--- src/rtl/bru_pkg.sv ---
package bru_pkg;

  typedef enum logic [1:0] {
    CLS_NONE   = 2'd0,
    CLS_COND   = 2'd1,
    CLS_UNCOND = 2'd2,
    CLS_JUMP   = 2'd3
  } xfer_cls_e;

  typedef enum logic [2:0] {
    CC_LOW_CLR = 3'd0,
    CC_ZERO    = 3'd1,
    CC_NEG     = 3'd2,
    CC_NONPOS  = 3'd3,
    CC_LOW_SET = 3'd4,
    CC_NONZERO = 3'd5,
    CC_NONNEG  = 3'd6,
    CC_POS     = 3'd7
  } cond_e;

  localparam int OPC_W = 6;
  localparam int IDX_W = 5;

  localparam logic [OPC_W-1:0] OPC_JUMP   = 6'h1A;
  localparam logic [OPC_W-1:0] OPC_BR     = 6'h30;
  localparam logic [OPC_W-1:0] OPC_BR_SUB = 6'h34;
  localparam logic [2:0]       OPC_COND_HI = 3'b111;

endpackage

--- src/rtl/bru_decode.sv ---
module bru_decode
  import bru_pkg::*;
#(
  parameter int ILEN   = 32,
  parameter int DISP_W = 21
) (
  input  logic [ILEN-1:0]   instr,
  output xfer_cls_e         cls,
  output cond_e             cond,
  output logic [IDX_W-1:0]  ra_idx,
  output logic [DISP_W-1:0] disp
);

  localparam int OPC_LSB = ILEN - OPC_W;
  localparam int RA_LSB  = OPC_LSB - IDX_W;

  logic [OPC_W-1:0] opc;

  assign opc    = instr[ILEN-1:OPC_LSB];
  assign ra_idx = instr[RA_LSB +: IDX_W];
  assign disp   = instr[DISP_W-1:0];

  always_comb begin
    cls  = CLS_NONE;
    cond = cond_e'(opc[2:0]);
    if (opc[OPC_W-1:OPC_W-3] == OPC_COND_HI) begin
      cls = CLS_COND;
    end else if (opc == OPC_BR || opc == OPC_BR_SUB) begin
      cls = CLS_UNCOND;
    end else if (opc == OPC_JUMP) begin
      cls = CLS_JUMP;
    end
  end

endmodule

--- src/rtl/bru_cond.sv ---
module bru_cond
  import bru_pkg::*;
#(
  parameter int XLEN = 64
) (
  input  cond_e            cond,
  input  logic [XLEN-1:0]  val,
  output logic             hit
);

  function automatic logic eval_cond(cond_e c, logic [XLEN-1:0] v);
    logic is_zero;
    logic is_neg;
    is_zero = (v == '0);
    is_neg  = v[XLEN-1];
    case (c)
      CC_LOW_CLR: return !v[0];
      CC_LOW_SET: return v[0];
      CC_ZERO:    return is_zero;
      CC_NONZERO: return !is_zero;
      CC_NEG:     return is_neg;
      CC_NONPOS:  return is_neg || is_zero;
      CC_NONNEG:  return !is_neg;
      CC_POS:     return !is_neg && !is_zero;
      default:    return 1'b0;
    endcase
  endfunction

  assign hit = eval_cond(cond, val);

endmodule

--- src/rtl/bru_target.sv ---
module bru_target #(
  parameter int XLEN   = 64,
  parameter int DISP_W = 21,
  parameter int ILEN_B = 4
) (
  input  logic [XLEN-1:0]   pc,
  input  logic [DISP_W-1:0] disp,
  input  logic [XLEN-1:0]   base,
  output logic [XLEN-1:0]   seq_pc,
  output logic [XLEN-1:0]   rel_pc,
  output logic [XLEN-1:0]   abs_pc
);

  localparam int ALIGN_W = $clog2(ILEN_B);
  localparam int EXT_W   = XLEN - DISP_W - ALIGN_W;

  function automatic logic [XLEN-1:0] scale_disp(logic [DISP_W-1:0] d);
    return {{EXT_W{d[DISP_W-1]}}, d, {ALIGN_W{1'b0}}};
  endfunction

  function automatic logic [XLEN-1:0] align_base(logic [XLEN-1:0] b);
    return {b[XLEN-1:ALIGN_W], {ALIGN_W{1'b0}}};
  endfunction

  assign seq_pc = pc + XLEN'(ILEN_B);
  assign rel_pc = seq_pc + scale_disp(disp);
  assign abs_pc = align_base(base);

endmodule

--- src/rtl/bru_top.sv ---
module bru_top
  import bru_pkg::*;
#(
  parameter int XLEN     = 64,
  parameter int ILEN     = 32,
  parameter int DISP_W   = 21,
  parameter int ZERO_REG = 31
) (
  input  logic             clk,
  input  logic             rst_n,
  input  logic             valid_i,
  input  logic [ILEN-1:0]  instr_i,
  input  logic [XLEN-1:0]  pc_i,
  input  logic [XLEN-1:0]  opnd_i,
  output logic             valid_o,
  output logic             taken_o,
  output logic [XLEN-1:0]  next_pc_o,
  output logic [XLEN-1:0]  link_o,
  output logic             link_we_o,
  output logic [4:0]       link_idx_o
);

  localparam int ILEN_B = ILEN / 8;

  xfer_cls_e         cls;
  cond_e             cond;
  logic [IDX_W-1:0]  ra_idx;
  logic [DISP_W-1:0] disp;
  logic              cond_hit;
  logic [XLEN-1:0]   seq_pc, rel_pc, abs_pc;

  // named internal events
  logic              xfer_take;
  logic              link_req;
  logic [XLEN-1:0]   npc_d;

  bru_decode #(.ILEN(ILEN), .DISP_W(DISP_W)) u_dec (
    .instr  (instr_i),
    .cls    (cls),
    .cond   (cond),
    .ra_idx (ra_idx),
    .disp   (disp)
  );

  bru_cond #(.XLEN(XLEN)) u_cond (
    .cond (cond),
    .val  (opnd_i),
    .hit  (cond_hit)
  );

  bru_target #(.XLEN(XLEN), .DISP_W(DISP_W), .ILEN_B(ILEN_B)) u_tgt (
    .pc     (pc_i),
    .disp   (disp),
    .base   (opnd_i),
    .seq_pc (seq_pc),
    .rel_pc (rel_pc),
    .abs_pc (abs_pc)
  );

  always_comb begin
    xfer_take = 1'b0;
    link_req  = 1'b0;
    npc_d     = seq_pc;
    case (cls)
      CLS_COND: begin
        xfer_take = cond_hit;
        if (cond_hit) npc_d = rel_pc;
      end
      CLS_UNCOND: begin
        xfer_take = 1'b1;
        link_req  = 1'b1;
        npc_d     = rel_pc;
      end
      CLS_JUMP: begin
        xfer_take = 1'b1;
        link_req  = 1'b1;
        npc_d     = abs_pc;
      end
      default: ;
    endcase
  end

  always_ff @(posedge clk) begin
    if (!rst_n) begin
      valid_o    <= 1'b0;
      taken_o    <= 1'b0;
      link_we_o  <= 1'b0;
      next_pc_o  <= '0;
      link_o     <= '0;
      link_idx_o <= '0;
    end else begin
      valid_o    <= valid_i;
      taken_o    <= valid_i && xfer_take;
      link_we_o  <= valid_i && link_req && (ra_idx != IDX_W'(ZERO_REG));
      next_pc_o  <= npc_d;
      link_o     <= seq_pc;
      link_idx_o <= ra_idx;
    end
  end

  // ---------------- assertions ----------------
  a_r2_one_cycle: assert property (@(posedge clk) disable iff (!rst_n)
    valid_i |=> valid_o);

  a_r2_idle_quiet: assert property (@(posedge clk) disable iff (!rst_n)
    !valid_o |-> (!taken_o && !link_we_o));

  a_r8_no_zero_link: assert property (@(posedge clk) disable iff (!rst_n)
    link_we_o |-> (link_idx_o != 5'(ZERO_REG)));

  a_r9_fallthrough: assert property (@(posedge clk) disable iff (!rst_n)
    valid_i && !xfer_take |=> (next_pc_o == $past(pc_i) + XLEN'(ILEN_B)) && !link_we_o);

  a_r7_jump_aligned: assert property (@(posedge clk) disable iff (!rst_n)
    valid_i && cls == CLS_JUMP |=> taken_o && (next_pc_o[1:0] == 2'b00));

  a_r6_uncond_link: assert property (@(posedge clk) disable iff (!rst_n)
    valid_i && cls == CLS_UNCOND |=> taken_o && (link_o == $past(pc_i) + XLEN'(ILEN_B)));

  a_r10_cond_nolink: assert property (@(posedge clk) disable iff (!rst_n)
    valid_i && cls == CLS_COND |=> !link_we_o);

endmodule

--- config.mk ---
export PLATFORM = sky130hd
export DESIGN_NAME = bru_top
export DESIGN_NICKNAME = d
export VERILOG_FILES = /design/src/rtl/bru_pkg.sv /design/src/rtl/bru_decode.sv /design/src/rtl/bru_cond.sv /design/src/rtl/bru_target.sv /design/src/rtl/bru_top.sv
export SDC_FILE = /design/constraint.sdc
export NUM_CORES = 1
export LEC_CHECK = 0
export CORE_UTILIZATION = 48
export CTS_BUF_LIST = sky130_fd_sc_hd__clkbuf_4 sky130_fd_sc_hd__clkbuf_8 sky130_fd_sc_hd__clkbuf_16
export CTS_CLUSTER_SIZE = 24
export DETAILED_ROUTE_END_ITERATION = 7
export HOLD_SLACK_MARGIN = 0.05
export PLACE_DENSITY = 0.82
export REMOVE_ABC_BUFFERS = 1
export SYNTH_ARGS = -nofsm -noshare
export SYNTH_HDL_FRONTEND = slang
export SYNTH_SLANG_ARGS = --single-unit
--- constraint.sdc ---
create_clock -name clk -period 6 [get_ports clk]
set_input_delay 0.6 -clock clk [delete_from_list [all_inputs] [get_ports clk]]
set_output_delay 0.6 -clock clk [all_outputs]
set_load 0.02 [all_outputs]
==> out/results.ini <==
[layout]
multiInputGateArea_um2 = 6250
regArea_um2 = 2720
drive_gt1_share_pct = 5.48
fillers = 1623
nets = 1718
syn_to_final_growth_pct = 40.2
n_antenna_cell = 0

[logic_synthesis]
yosysMostFrequentCell = dfxtp_1
synth_common_cells = 136 x dfxtp_1, 118 x nand2_1, 118 x nor2_1
netlist_area_um2 = 9510
synth_edf_count = 0
synthCells = 1202
syn_area_per_cell_um2 = 7.92
synthTopCellsByArea = dfxtp_1 29%, ha_1 9.5%, xnor2_1 5.6%
yosysTopAreaCell = dfxtp_1
async_flop_share_pct = 0
synth_ff_type = dfxtp_1
ys_ff_latch = 136
ys_warn_count = 0
ys_types = 81
yosysTopAreaCellShare_pct = 28.6
yosysSeqAreaShare_pct = 28.6

[sta]
finalHoldViolCount = 0
setup_viol = 0
clock.fmax_mhz = 188
worst_pin_slew_ns = 0.896
grt_setup_unrepaired = false
timing.setup.tns_ns = 0
relSlewSlack_pct = 40.1
period_share_pct = 88.7
slew_viol_final = 0
fin_crit_ns = 5.32

[route]
antenna_left = 0
drc = 1
vias = 10400
wl_per_cell_um = 20.4
via_per_inst = 5.91
drt_iter0_drc = 782
routed_wl_mm = 35.8
drtPass1Iterations = 8

[cts]
holdBufCountCts = 0
cts_root_buffer = clkbuf_16
cts_tree = built
numCtsBuffers = 17
clockBufferDepth = 2
clk_pin_slew_ns = 0.07
postCtsSetupBuffers = 0
h-tree-depth = 4
clock-sinks = 136
post_cts.resized_instances = 0

[pwr]
peakVddDrop_v = 0.000221
power.leakage_uw = 0.00543
power_uw = 3050
p_per_area_nw_per_um2 = 229

[floorplan]
ioPinCount = 299
dieWidth_um = 143
die_h_um = 143
rows = 51
start_util_pct = 48.9
dieArea_um2 = 20400
core-area_um2 = 19500

[critical_path]
end_kind = flop
cp.required_ns = 6.33
startpoint = pc_i[9]
worst_setup_path_start_kind = input pin
cp.arrival_ns = 5.65
path_class = in2reg
cp_max_fo = 7

[grt]
gr-usage-all-layers_pct = 34.6
grt_max_degree = 48
grt_overflow_total = 0
grt_pass1_vias = 9961
antenna_found_initial = 0
grt_pass1_wl_mm = 53.8

[placement]
globalplace.congestion = 0.956
dp_hpwl_mm = 27.6
numPortBuffers = 298

[run_status]
status = finished with violations
violations = design-rule violations

[worst_hold_path]
hp-start = pc_i[0]
min_path_type = in2reg

[run]
maxCapViolations = 0

## metal layers
metal,global-route usage (%),wire (µm),vias up
met5,0,0,-
met4,15.7,1470,0
met3,6.00,3160,97
met2,58.3,16600,569
met1,43.0,14600,4843
li1,-,-,4890
## area by class of cell
type | instances | area share, %
clock inverter | 15 | 1.49
tap | 265 | 2.49
sequential | 136 | 20.4
multi-input combinational | 933 | 46.9
inverter | 78 | 2.20
timing repair buffer | 316 | 23.3
clock buffer | 17 | 3.19
## final timing paths
kind / to / slack (ns) / cells after the start
setup / recovery: next_pc_o[62] / 0.68 / 20
hold / removal: link_o[0] / 0.74 / 2
## layout by cell type (no fill, tap or decap), types with 3 or more instances in the layout
cell type and instances:
nor3_1 16, nand2_1 118, and4_1 10, o21ai_0 39
o21a_1 8, xnor2_1 61, nand3_1 50, o21ai_1 3
o211ai_1 4, nor4_1 18, o221ai_1 27, ha_1 72
or2_2 3, dfxtp_1 136, a222oi_1 12, a211oi_1 4
a22oi_1 17, o22ai_1 19, inv_8 4, xor2_1 56
and2_1 22, a31oi_1 16, inv_1 77, buf_4 18
and3_1 15, a221oi_1 6, o21bai_1 13, a21o_1 27
nor2b_1 13, clkdlybuf4s50_1 297, inv_6 6, nand4_1 24
o31ai_1 4, nor2_1 117, a21oi_1 75, clkbuf_16 17
nand2b_1 7
## where the power goes
part	leakage, µW	switching [µW]	internal [µW]
sequential	0.00113	16.9	959
combinational	0.00399	518	416
clock	0.000307	503	640
total	0.00543	1040	2020
## per-stage QoR
step,hold slack (ns),area [µm²],setup slack (ns),util (%),instances
2_1_floorplan,0.672,9260,1.48,-,1147
3_3_place_gp,1.19,12700,0.359,65.3,1728
3_5_place_dp,1.19,12700,0.342,65.3,1728
4_1_cts,0.734,13300,0.740,68.5,1760
5_1_grt,0.755,13300,0.340,68.5,1760
6_report,0.741,13300,0.676,68.5,1760
## registers in the layout (all words and copies together) (netlist names)
signal      count
next_pc_o      64
taken_o         1
valid_o         1
link_we_o       1
link_idx_o      5
link_o         64
## worst max-delay path, stage by stage
cell and delay (ns):
clkdlybuf4s50_1 0.57, and4_4 0.29, and4_1 0.22, buf_4 0.15
and3_4 0.24, and3_1 0.50, nand4_1 0.18, xor2_1 0.27
inv_1 0.10, ha_1 0.38, a21o_1 0.19, a21o_1 0.18
a221oi_1 0.36, a21oi_1 0.13, a31oi_1 0.15, o21ai_1 0.17
a311o_1 0.41, a21oi_1 0.25, mux2i_1 0.22, nand2_1 0.06
## cell families (layout without fill, tap and decap cells)
| logic type | after synthesis | count (layout) | share of synthesized area, % |
|---|---|---|---|
| AOI/OAI and AO/OA | 306 | 306 | 22.2 |
| muxes | 3 | 3 | 0.329 |
| adders and majority gates | 73 | 73 | 9.68 |
| xor gates and xnor gates | 117 | 117 | 10.8 |
| and+or+nand+nor | 434 | 434 | 22.7 |
| DFF | 136 | 136 | 28.6 |
| buffers and inverters | 133 | 426 | 5.71 |
Note: power is estimated with default switching activity, not from simulation.
